### src/rtl/qps_pkg.sv
package qps_pkg;
    typedef enum logic [0:0] {
        ST_FILL = 1'b0,
        ST_RUN  = 1'b1
    } fill_state_e;
endpackage

### src/rtl/qps_wr_ptr.sv
module qps_wr_ptr #(
    parameter int DEPTH = 50,
    localparam int AW = (DEPTH > 1) ? $clog2(DEPTH) : 1
) (
    input  logic          clk,
    input  logic          rst_n,
    input  logic          step,
    output logic [AW-1:0] ptr,
    output logic          at_last
);
    localparam logic [AW-1:0] LAST = AW'(DEPTH - 1);

    assign at_last = (ptr == LAST);

    always_ff @(posedge clk or negedge rst_n) begin
        if (!rst_n) begin
            ptr <= '0;
        end else if (step) begin
            ptr <= at_last ? '0 : ptr + AW'(1);
        end
    end

    // one slot per accepted sample, wrap to zero only from the last slot
    p_ptr_step_r9: assert property (@(posedge clk) disable iff (!rst_n)
        step |=> ((ptr == $past(ptr) + AW'(1)) || (ptr == '0 && $past(ptr) == LAST)));
    // idle cycles leave the pointer alone
    p_ptr_idle_r7: assert property (@(posedge clk) disable iff (!rst_n)
        !step |=> $stable(ptr));
endmodule

### src/rtl/qps_delay_line.sv
module qps_delay_line #(
    parameter int DATA_W = 16,
    parameter int DEPTH  = 50,
    localparam int AW = (DEPTH > 1) ? $clog2(DEPTH) : 1
) (
    input  logic                     clk,
    input  logic                     wr_en,
    input  logic [AW-1:0]            addr,
    input  logic signed [DATA_W-1:0] wr_data,
    output logic signed [DATA_W-1:0] old_data
);
    logic signed [DATA_W-1:0] mem [DEPTH];

    // read-before-write: the slot about to be overwritten holds the sample from DEPTH steps ago
    assign old_data = mem[addr];

    always_ff @(posedge clk) begin
        if (wr_en) begin
            mem[addr] <= wr_data;
        end
    end
endmodule

### src/rtl/qps_combiner.sv
module qps_combiner #(
    parameter int DATA_W = 16,
    localparam int SW = DATA_W + 1
) (
    input  logic                     use_hist,
    input  logic signed [DATA_W-1:0] cur_a,
    input  logic signed [DATA_W-1:0] cur_b,
    input  logic signed [DATA_W-1:0] old_a,
    input  logic signed [DATA_W-1:0] old_b,
    output logic signed [DATA_W-1:0] pos_a,
    output logic signed [DATA_W-1:0] pos_b
);
    logic signed [DATA_W-1:0] da, db;
    logic signed [SW-1:0]     diff_a, sum_b;

    assign da = use_hist ? old_a : '0;
    assign db = use_hist ? old_b : '0;

    assign diff_a = SW'(cur_a) - SW'(db);
    assign sum_b  = SW'(da) + SW'(cur_b);

    // arithmetic halving of the widened value; the top bits always fit DATA_W
    assign pos_a = DATA_W'(diff_a >>> 1);
    assign pos_b = DATA_W'(sum_b >>> 1);
endmodule

### src/rtl/qps_extractor.sv
module qps_extractor
    import qps_pkg::*;
#(
    parameter int DATA_W = 16,
    parameter int DEPTH  = 50,
    localparam int AW = (DEPTH > 1) ? $clog2(DEPTH) : 1
) (
    input  logic                     clk,
    input  logic                     rst_n,
    input  logic                     in_valid,
    input  logic signed [DATA_W-1:0] in_alpha,
    input  logic signed [DATA_W-1:0] in_beta,
    output logic                     out_valid,
    output logic signed [DATA_W-1:0] out_alpha,
    output logic signed [DATA_W-1:0] out_beta
);
    fill_state_e state, state_nx;

    logic [AW-1:0]            wr_addr;
    logic                     wr_last;
    logic signed [DATA_W-1:0] cur_v [2];
    logic signed [DATA_W-1:0] old_v [2];
    logic signed [DATA_W-1:0] pos_a, pos_b;

    assign cur_v[0] = in_alpha;
    assign cur_v[1] = in_beta;

    qps_wr_ptr #(.DEPTH(DEPTH)) u_ptr (
        .clk     (clk),
        .rst_n   (rst_n),
        .step    (in_valid),
        .ptr     (wr_addr),
        .at_last (wr_last)
    );

    for (genvar ch = 0; ch < 2; ch++) begin : g_hist
        qps_delay_line #(.DATA_W(DATA_W), .DEPTH(DEPTH)) u_line (
            .clk      (clk),
            .wr_en    (in_valid),
            .addr     (wr_addr),
            .wr_data  (cur_v[ch]),
            .old_data (old_v[ch])
        );
    end

    qps_combiner #(.DATA_W(DATA_W)) u_comb (
        .use_hist (state == ST_RUN),
        .cur_a    (in_alpha),
        .cur_b    (in_beta),
        .old_a    (old_v[0]),
        .old_b    (old_v[1]),
        .pos_a    (pos_a),
        .pos_b    (pos_b)
    );

    // state register
    always_ff @(posedge clk or negedge rst_n) begin
        if (!rst_n) begin
            state <= ST_FILL;
        end else begin
            state <= state_nx;
        end
    end

    // next state: FILL_DONE on the sample that wraps the pointer
    always_comb begin
        state_nx = state;
        unique case (state)
            ST_FILL: if (in_valid && wr_last) state_nx = ST_RUN;
            ST_RUN:  state_nx = ST_RUN;
        endcase
    end

    // registered outputs
    always_ff @(posedge clk or negedge rst_n) begin
        if (!rst_n) begin
            out_valid <= 1'b0;
            out_alpha <= '0;
            out_beta  <= '0;
        end else begin
            out_valid <= in_valid && (state == ST_RUN);
            if (in_valid) begin
                out_alpha <= pos_a;
                out_beta  <= pos_b;
            end
        end
    end

    // a valid pulse always follows an accepted sample
    p_valid_follows_r1: assert property (@(posedge clk) disable iff (!rst_n)
        out_valid |-> $past(in_valid));
    // nothing is announced while the history is incomplete
    p_fill_silent_r2: assert property (@(posedge clk) disable iff (!rst_n)
        (state == ST_FILL) |=> !out_valid);
    // outputs hold through idle cycles
    p_hold_idle_r7: assert property (@(posedge clk) disable iff (!rst_n)
        !in_valid |=> ($stable(out_alpha) && $stable(out_beta)));
    // RUN is never left without reset
    p_run_sticky_r2: assert property (@(posedge clk) disable iff (!rst_n)
        (state == ST_RUN) |=> (state == ST_RUN));
endmodule

### config.mk
export PLATFORM = sky130hd
export DESIGN_NAME = qps_extractor
export DESIGN_NICKNAME = d
export VERILOG_FILES = /design/src/rtl/qps_pkg.sv /design/src/rtl/qps_wr_ptr.sv /design/src/rtl/qps_delay_line.sv /design/src/rtl/qps_combiner.sv /design/src/rtl/qps_extractor.sv
export SDC_FILE = /design/constraint.sdc
export NUM_CORES = 2
export LEC_CHECK = 0
export BUFFER_PORTS_ARGS = -buffer_cell sky130_fd_sc_hd__buf_2
export CELL_PAD_IN_SITES_DETAIL_PLACEMENT = 1
export CELL_PAD_IN_SITES_GLOBAL_PLACEMENT = 1
export CORE_UTILIZATION = 25
export DETAILED_ROUTE_END_ITERATION = 12
export PLACE_DENSITY = 0.52
export SETUP_SLACK_MARGIN = 0.2
export SLEW_MARGIN = 0
export SYNTH_ARGS = -nofsm -noshare
export SYNTH_HDL_FRONTEND = slang
export SYNTH_SLANG_ARGS = --single-unit
### constraint.sdc
create_clock -name clk -period 4.6 [get_ports clk]
set_input_delay 1.38 -clock clk [delete_from_list [all_inputs] [get_ports clk]]
set_output_delay 1.38 -clock clk [all_outputs]
set_load 0.01 [all_outputs]
# Word level (Yosys, flattened, before mapping)
# Memory sizes are Yosys's and may differ from the RTL's.
# Cells that the tools add are included.
# Widths: inputs -> output; s select.
# word_totals
ff_bits	40
word_cells	21
ramBits	1600
output_inout_bits	33
n_memories	2
# mem_list
name	depth	width	read_ports	rd_ports_with_merged_regs	write_ports	line_no	text
g_hist[0].u_line.mem	50	16	1	0	1	qps_delay_line.sv:12	logic signed [DATA_W-1:0] mem [DEPTH];
g_hist[1].u_line.mem	50	16	1	0	1	qps_delay_line.sv:12	
# op_classes
n_reduce_logical	2
addsub	3
eq_ne	1
bitwise	1
n_mux	7
# ops
cell	n
$mux 16	2
$add 16x16->17	1
$sub 16x16->17	1
$add 6x1->6 const B	1
$eq 6x6->1 const B	1
$mux 6	1
$mux 1	3
$logic_and 1x1->1	2
$pmux 1 s2	1
$not 1->1	1

# Logic depth before layout (Yosys ltp)
# depth
ltp_word	4
depth_mapped	24
mapped_depth_nobuf	19

# Hierarchy
# A second synthesis with hierarchy kept.
# hier_totals
cells_unflattened	3707
area_unflattened_um2	65213.8
# by_module_without_submodules
module	n_inst	area_per_inst_um2	cells_each
qps_delay_line	2	30905.9	1685
qps_combiner	1	1665.3	233
qps_extractor	1	1396.3	72
qps_wr_ptr	1	340.3	32

# Worst setup path after synthesis
# OpenSTA, ideal clock, no wires.
# synth_path
path_type	flip-flop to flip-flop
start	register u_ptr.ptr[0]
end	register out_beta[13]
slack_ps	-142
path_stages_with_launch	24
t_required_ps	4471
t_arrival_ps	4613
setup_ps	129
synth_period_minus_slack_ps	4742
path_cell_list	dfrtp_1 -> buf_6 -> buf_8 -> buf_12 -> buf_2 -> nor2_1 -> buf_2 -> buf_2 -> clkbuf_1 -> a22oi_1 -> a31oi_1 -> nor4_1 -> a21oi_1 -> ha_1 -> clkbuf_1 -> a21o_1 -> a21oi_1 -> o21bai_1 -> a21oi_1 -> o21bai_1 -> a311o_1 -> a2111oi_0 -> or3_1 -> nand3_1
# synth_between
elab_chain_len	3
# synth_rtl
item	line_no	text
start: declaration	qps_wr_ptr.sv:8	output logic [AW-1:0] ptr,
start signal: assignment	qps_wr_ptr.sv:19	ptr <= at_last ? '0 : ptr + AW'(1);
$mem_v2 50x16	n/a	
$mux 16	qps_combiner.sv:16	assign da = use_hist ? old_a : '0;
$add 16x16->17	qps_combiner.sv:20	assign sum_b = SW'(da) + SW'(cur_b);
end signal: assignment	qps_extractor.sv:84	out_beta <= pos_b;
end: declaration	qps_extractor.sv:15	output logic signed [DATA_W-1:0] out_beta
# No other way between the ends.
# A chain may end at the register's enable or synchronous reset.

# Worst setup path in the final report
# layout_path
start	register u_ptr.ptr[1]
end	register out_beta[10]
# Same word-level chain as after synthesis.

==> results.json <==
{
  "synth_nets": 3532,
  "dp_cells": 7004,
  "path_max_fanout": 11,
  "netlist.area_leader.share": 0.780,
  "syn-instance-count": 3463,
  "antenna_found_initial": 12,
  "vdd_drop_max_mv": 0.436,
  "drive_above_1_share": 0.260,
  "hold_class": "reg2reg",
  "clk_path_buf_depth": 3,
  "track_usage": 0.191,
  "reg2reg_depth": 22,
  "clk_pin_slew_ns": 0.06,
  "slew_headroom": 0.299,
  "p_int_mw": 29.9,
  "worstSetupStartpointType": "flop",
  "synth_top_family_by_area": "compound AO/OA/AOI/OAI gates",
  "insertion_delay_ns": 0.85,
  "period_share": 1.02,
  "nFillCells": 25000,
  "worstSetupEndpointType": "flop",
  "startpoint": "u_ptr.ptr[1]$_DFFE_PN0P_",
  "setup_ws_ns": -0.0772,
  "synth_cell_types": 87,
  "cts.sinks": 1640,
  "synth_edf_count": 1600,
  "status": "finished, violations left",
  "power.switching_mw": 14.5,
  "overflow": 0,
  "synthXorXnorAreaFrac": 0.00270,
  "rows": 181,
  "critical_path_required_ns": 5.38,
  "drtPass1Iterations": 5,
  "critical_path_class": "reg2reg",
  "synth.area.top_cells": "edfxtp_1 78%, a22oi_1 6.2%, a221oi_1 1.7%, dfrtp_1 1.6%, a22o_1 1.5%",
  "h-tree-depth": 4,
  "start_util": 0.252,
  "hpwl_um": 150000,
  "ant_nets": 0,
  "synthAdderAreaFrac": 0.00715,
  "grt_max_degree": 52,
  "numCtsBuffers": 171,
  "synth_seq_cells": 1640,
  "arrival_ns": 5.46,
  "rsz0062_at_grt": "true",
  "grt_pass1_vias": 38300,
  "first_iter_violations": 4593,
  "crit_end": "out_beta[10]$_DFFE_PN0P_",
  "die_y_um": 499,
  "swShare": 0.327,
  "min_period_ns": 4.68,
  "ff_latch_area_mm2": 0.0491,
  "grt_first_pass_wirelength_um": 330000,
  "placed_area_mm2": 0.0700,
  "multi_input_area_mm2": 0.0127,
  "clock.fmax_mhz": 214,
  "die_w_um": 499,
  "nets": 4104,
  "via_per_inst": 5.26,
  "total_power_mw": 44.4,
  "finalSetupTns_ns": -0.369,
  "synth_warnings": 0,
  "seq_power_share": 0.387,
  "synth_compound_area_frac": 0.131,
  "drc": 0,
  "hold_viol": 0,
  "drv_slew": 0,
  "syn_area_mm2": 0.0616,
  "hold_buffers": 0,
  "muxShareOfSynthArea": 0.0135,
  "r2r_start": "u_ptr.ptr[1]$_DFFE_PN0P_",
  "cap_violations": 0,
  "yosys.area.top_type": "edfxtp_1",
  "avgSynthCellArea_um2": 17.8,
  "root_buffer": "clkbuf_16",
  "finClkSkew_ns": 0.0419,
  "p_leak_nw": 24.5,
  "io_pins": 68,
  "post_drt_wl_per_cell_um": 33.0,
  "stdcell_count": 7378,
  "final_cell_mix": "1600 x edfxtp_1, 498 x a22oi_1, 429 x buf_4",
  "vias": 38800,
  "ys_seq_area_frac": 0.796,
  "io_buffers": 67,
  "synth-main-ff-cell": "edfxtp_1",
  "layout_commonest_cell": "edfxtp_1",
  "violations": "negative setup slack",
  "setup_violations": 8,
  "r2r_end": "out_beta[10]$_DFFE_PN0P_",
  "synthArstFlopShare": 0.0244,
  "cts_tree": "built",
  "p_comb_frac": 0.308,
  "rrSetupSlack_ns": -0.08,
  "yosys.area_share.simple": 0.0311,
  "syn_to_final_growth_pct": 25.1,
  "final_area_mm2": 0.0771,
  "worstMarginPinSlew_ns": 1.05,
  "die_area_mm2": 0.249,
  "power.share.clock": 0.305,
  "place_congestion": 0.824,
  "power_density_mw_per_mm2": 576,
  "fp.coreArea_mm2": 0.244,
  "wirelength_um": 243000
}
-- state kept, by name (all words and copies together) (netlist names) --
register,flops
out_alpha,16
out_valid,1
g_hist.u_line.mem,1600
state,1
u_ptr.ptr,6
out_beta,16
-- kinds of logic (layout without fill, tap and decap cells) --
logic type | after synthesis | after routing
AND/OR/NAND/NOR | 379 | 379
AO/OA/AOI/OAI | 1067 | 1067
buffers and inverters | 253 | 959
XOR/XNOR | 19 | 19
multiplexers | 71 | 71
other | 0 | 7
flip-flops | 1640 | 1640
adder cells (fa/ha/maj) | 34 | 34
-- power by group through the flow --
| stage | combinational [mW] | sequential, mW | clock, mW |
|---|---|---|---|
| after floorplan | 5.51 | 17.5 | 0 |
| after global placement | 12.3 | 17.5 | 0 |
| final | 13.7 | 17.2 | 13.5 |
| after detailed placement | 12.3 | 17.5 | 0 |
| after CTS | 13.1 | 17.2 | 13.8 |
| after global routing | 14.3 | 17.2 | 14.2 |
-- synthesized netlist by cell type, types with 4 or more instances --
| master | n |
|---|---|
| a21o_1 | 11 |
| a21oi_1 | 64 |
| a221oi_1 | 122 |
| a22o_1 | 108 |
| a22oi_1 | 507 |
| a311oi_1 | 9 |
| a31o_2 | 4 |
| a31oi_1 | 91 |
| a41o_1 | 11 |
| a41oi_1 | 10 |
| and2_1 | 6 |
| and3_1 | 9 |
| buf_1 | 42 |
| buf_2 | 73 |
| buf_6 | 6 |
| clkbuf_1 | 100 |
| dfrtp_1 | 40 |
| edfxtp_1 | 1600 |
| ha_1 | 32 |
| inv_1 | 26 |
| mux2_2 | 18 |
| mux2i_1 | 45 |
| mux4_2 | 5 |
| nand2_1 | 56 |
| nand2b_1 | 10 |
| nand3_1 | 35 |
| nand3b_1 | 8 |
| nand4_1 | 69 |
| nor2_1 | 120 |
| nor2b_1 | 9 |
| nor3_1 | 14 |
| nor3b_1 | 6 |
| nor4_1 | 14 |
| o211ai_1 | 7 |
| o21a_1 | 8 |
| o21ai_0 | 49 |
| o22ai_1 | 6 |
| o31a_1 | 7 |
| o31ai_1 | 5 |
| o41a_1 | 4 |
| o41ai_1 | 5 |
| or3_1 | 9 |
| xnor2_1 | 14 |
| xor2_1 | 5 |
-- through the flow --
stage,worst slack [ns],hold slack [ns],util
6_report,-0.0772,0.497,0.316
2_1_floorplan,0.169,0.518,-
4_1_cts,-0.0751,0.503,0.313
5_1_grt,-0.180,0.519,0.316
3_3_place_gp,-0.652,0.480,0.287
3_5_place_dp,-0.608,0.487,0.287
-- what timing repair did --
| action | in CTS | in global routing |
|---|---|---|
| gates cloned | 3 | 1 |
| resized for setup | 122 | 94 |
| buffers inserted | 39 | 17 |
| setup endpoints to repair | 24 | 22 |
| pin swaps | 35 | 44 |
-- worst min path at each step --
stage	depth (start not counted)	startpoint	to	slack, ns
after global routing	2	out_alpha[9]$_DFFE_PN0P_	out_alpha[9]$_DFFE_PN0P_	0.52
after floorplan	2	out_alpha[3]$_DFFE_PN0P_	out_alpha[3]$_DFFE_PN0P_	0.52
after CTS	2	out_alpha[9]$_DFFE_PN0P_	out_alpha[9]$_DFFE_PN0P_	0.50
final	2	out_alpha[9]$_DFFE_PN0P_	out_alpha[9]$_DFFE_PN0P_	0.50
after detailed placement	2	out_alpha[9]$_DFFE_PN0P_	out_alpha[9]$_DFFE_PN0P_	0.49
after global placement	2	out_alpha[9]$_DFFE_PN0P_	out_alpha[9]$_DFFE_PN0P_	0.48
-- critical path, cell delays in order, from the launching register on --
cell and delay [ns]:
dfrtp_1 0.41, buf_12 0.16, buf_4 0.14, nor2b_4 0.11, and2_4 0.26, buf_12 0.19
buf_4 0.19, a22oi_1 0.09, a31oi_1 0.47, nor4_4 0.12, a21oi_4 0.35, buf_6 0.16
ha_4 0.19, a21o_1 0.17, a21o_1 0.18, a21oi_2 0.14, o21ai_1 0.09, or3_1 0.40
o211ai_1 0.27, buf_4 0.17, buf_4 0.09, buf_4 0.09, a31o_2 0.14
-- cell type report --
| type | count | area share |
|---|---|---|
| inverter | 27 | 0.00131 |
| clock buffer | 218 | 0.0589 |
| multi-input combinational | 1570 | 0.165 |
| clock inverter | 89 | 0.0106 |
| sequential | 1640 | 0.636 |
| antenna | 7 | 0.000227 |
| timing repair buffer | 625 | 0.0756 |
| tap | 3202 | 0.0520 |
-- per-layer routing --
metal,vias to the layer above,share of wire,global-route usage
met4,6,0.027,0.0523
met1,21200,0.44,0.266
li1,15700,-,-
met3,316,0.070,0.0347
met2,1510,0.46,0.304
met5,-,0.00018,0
(Power assumes the default switching activity.)
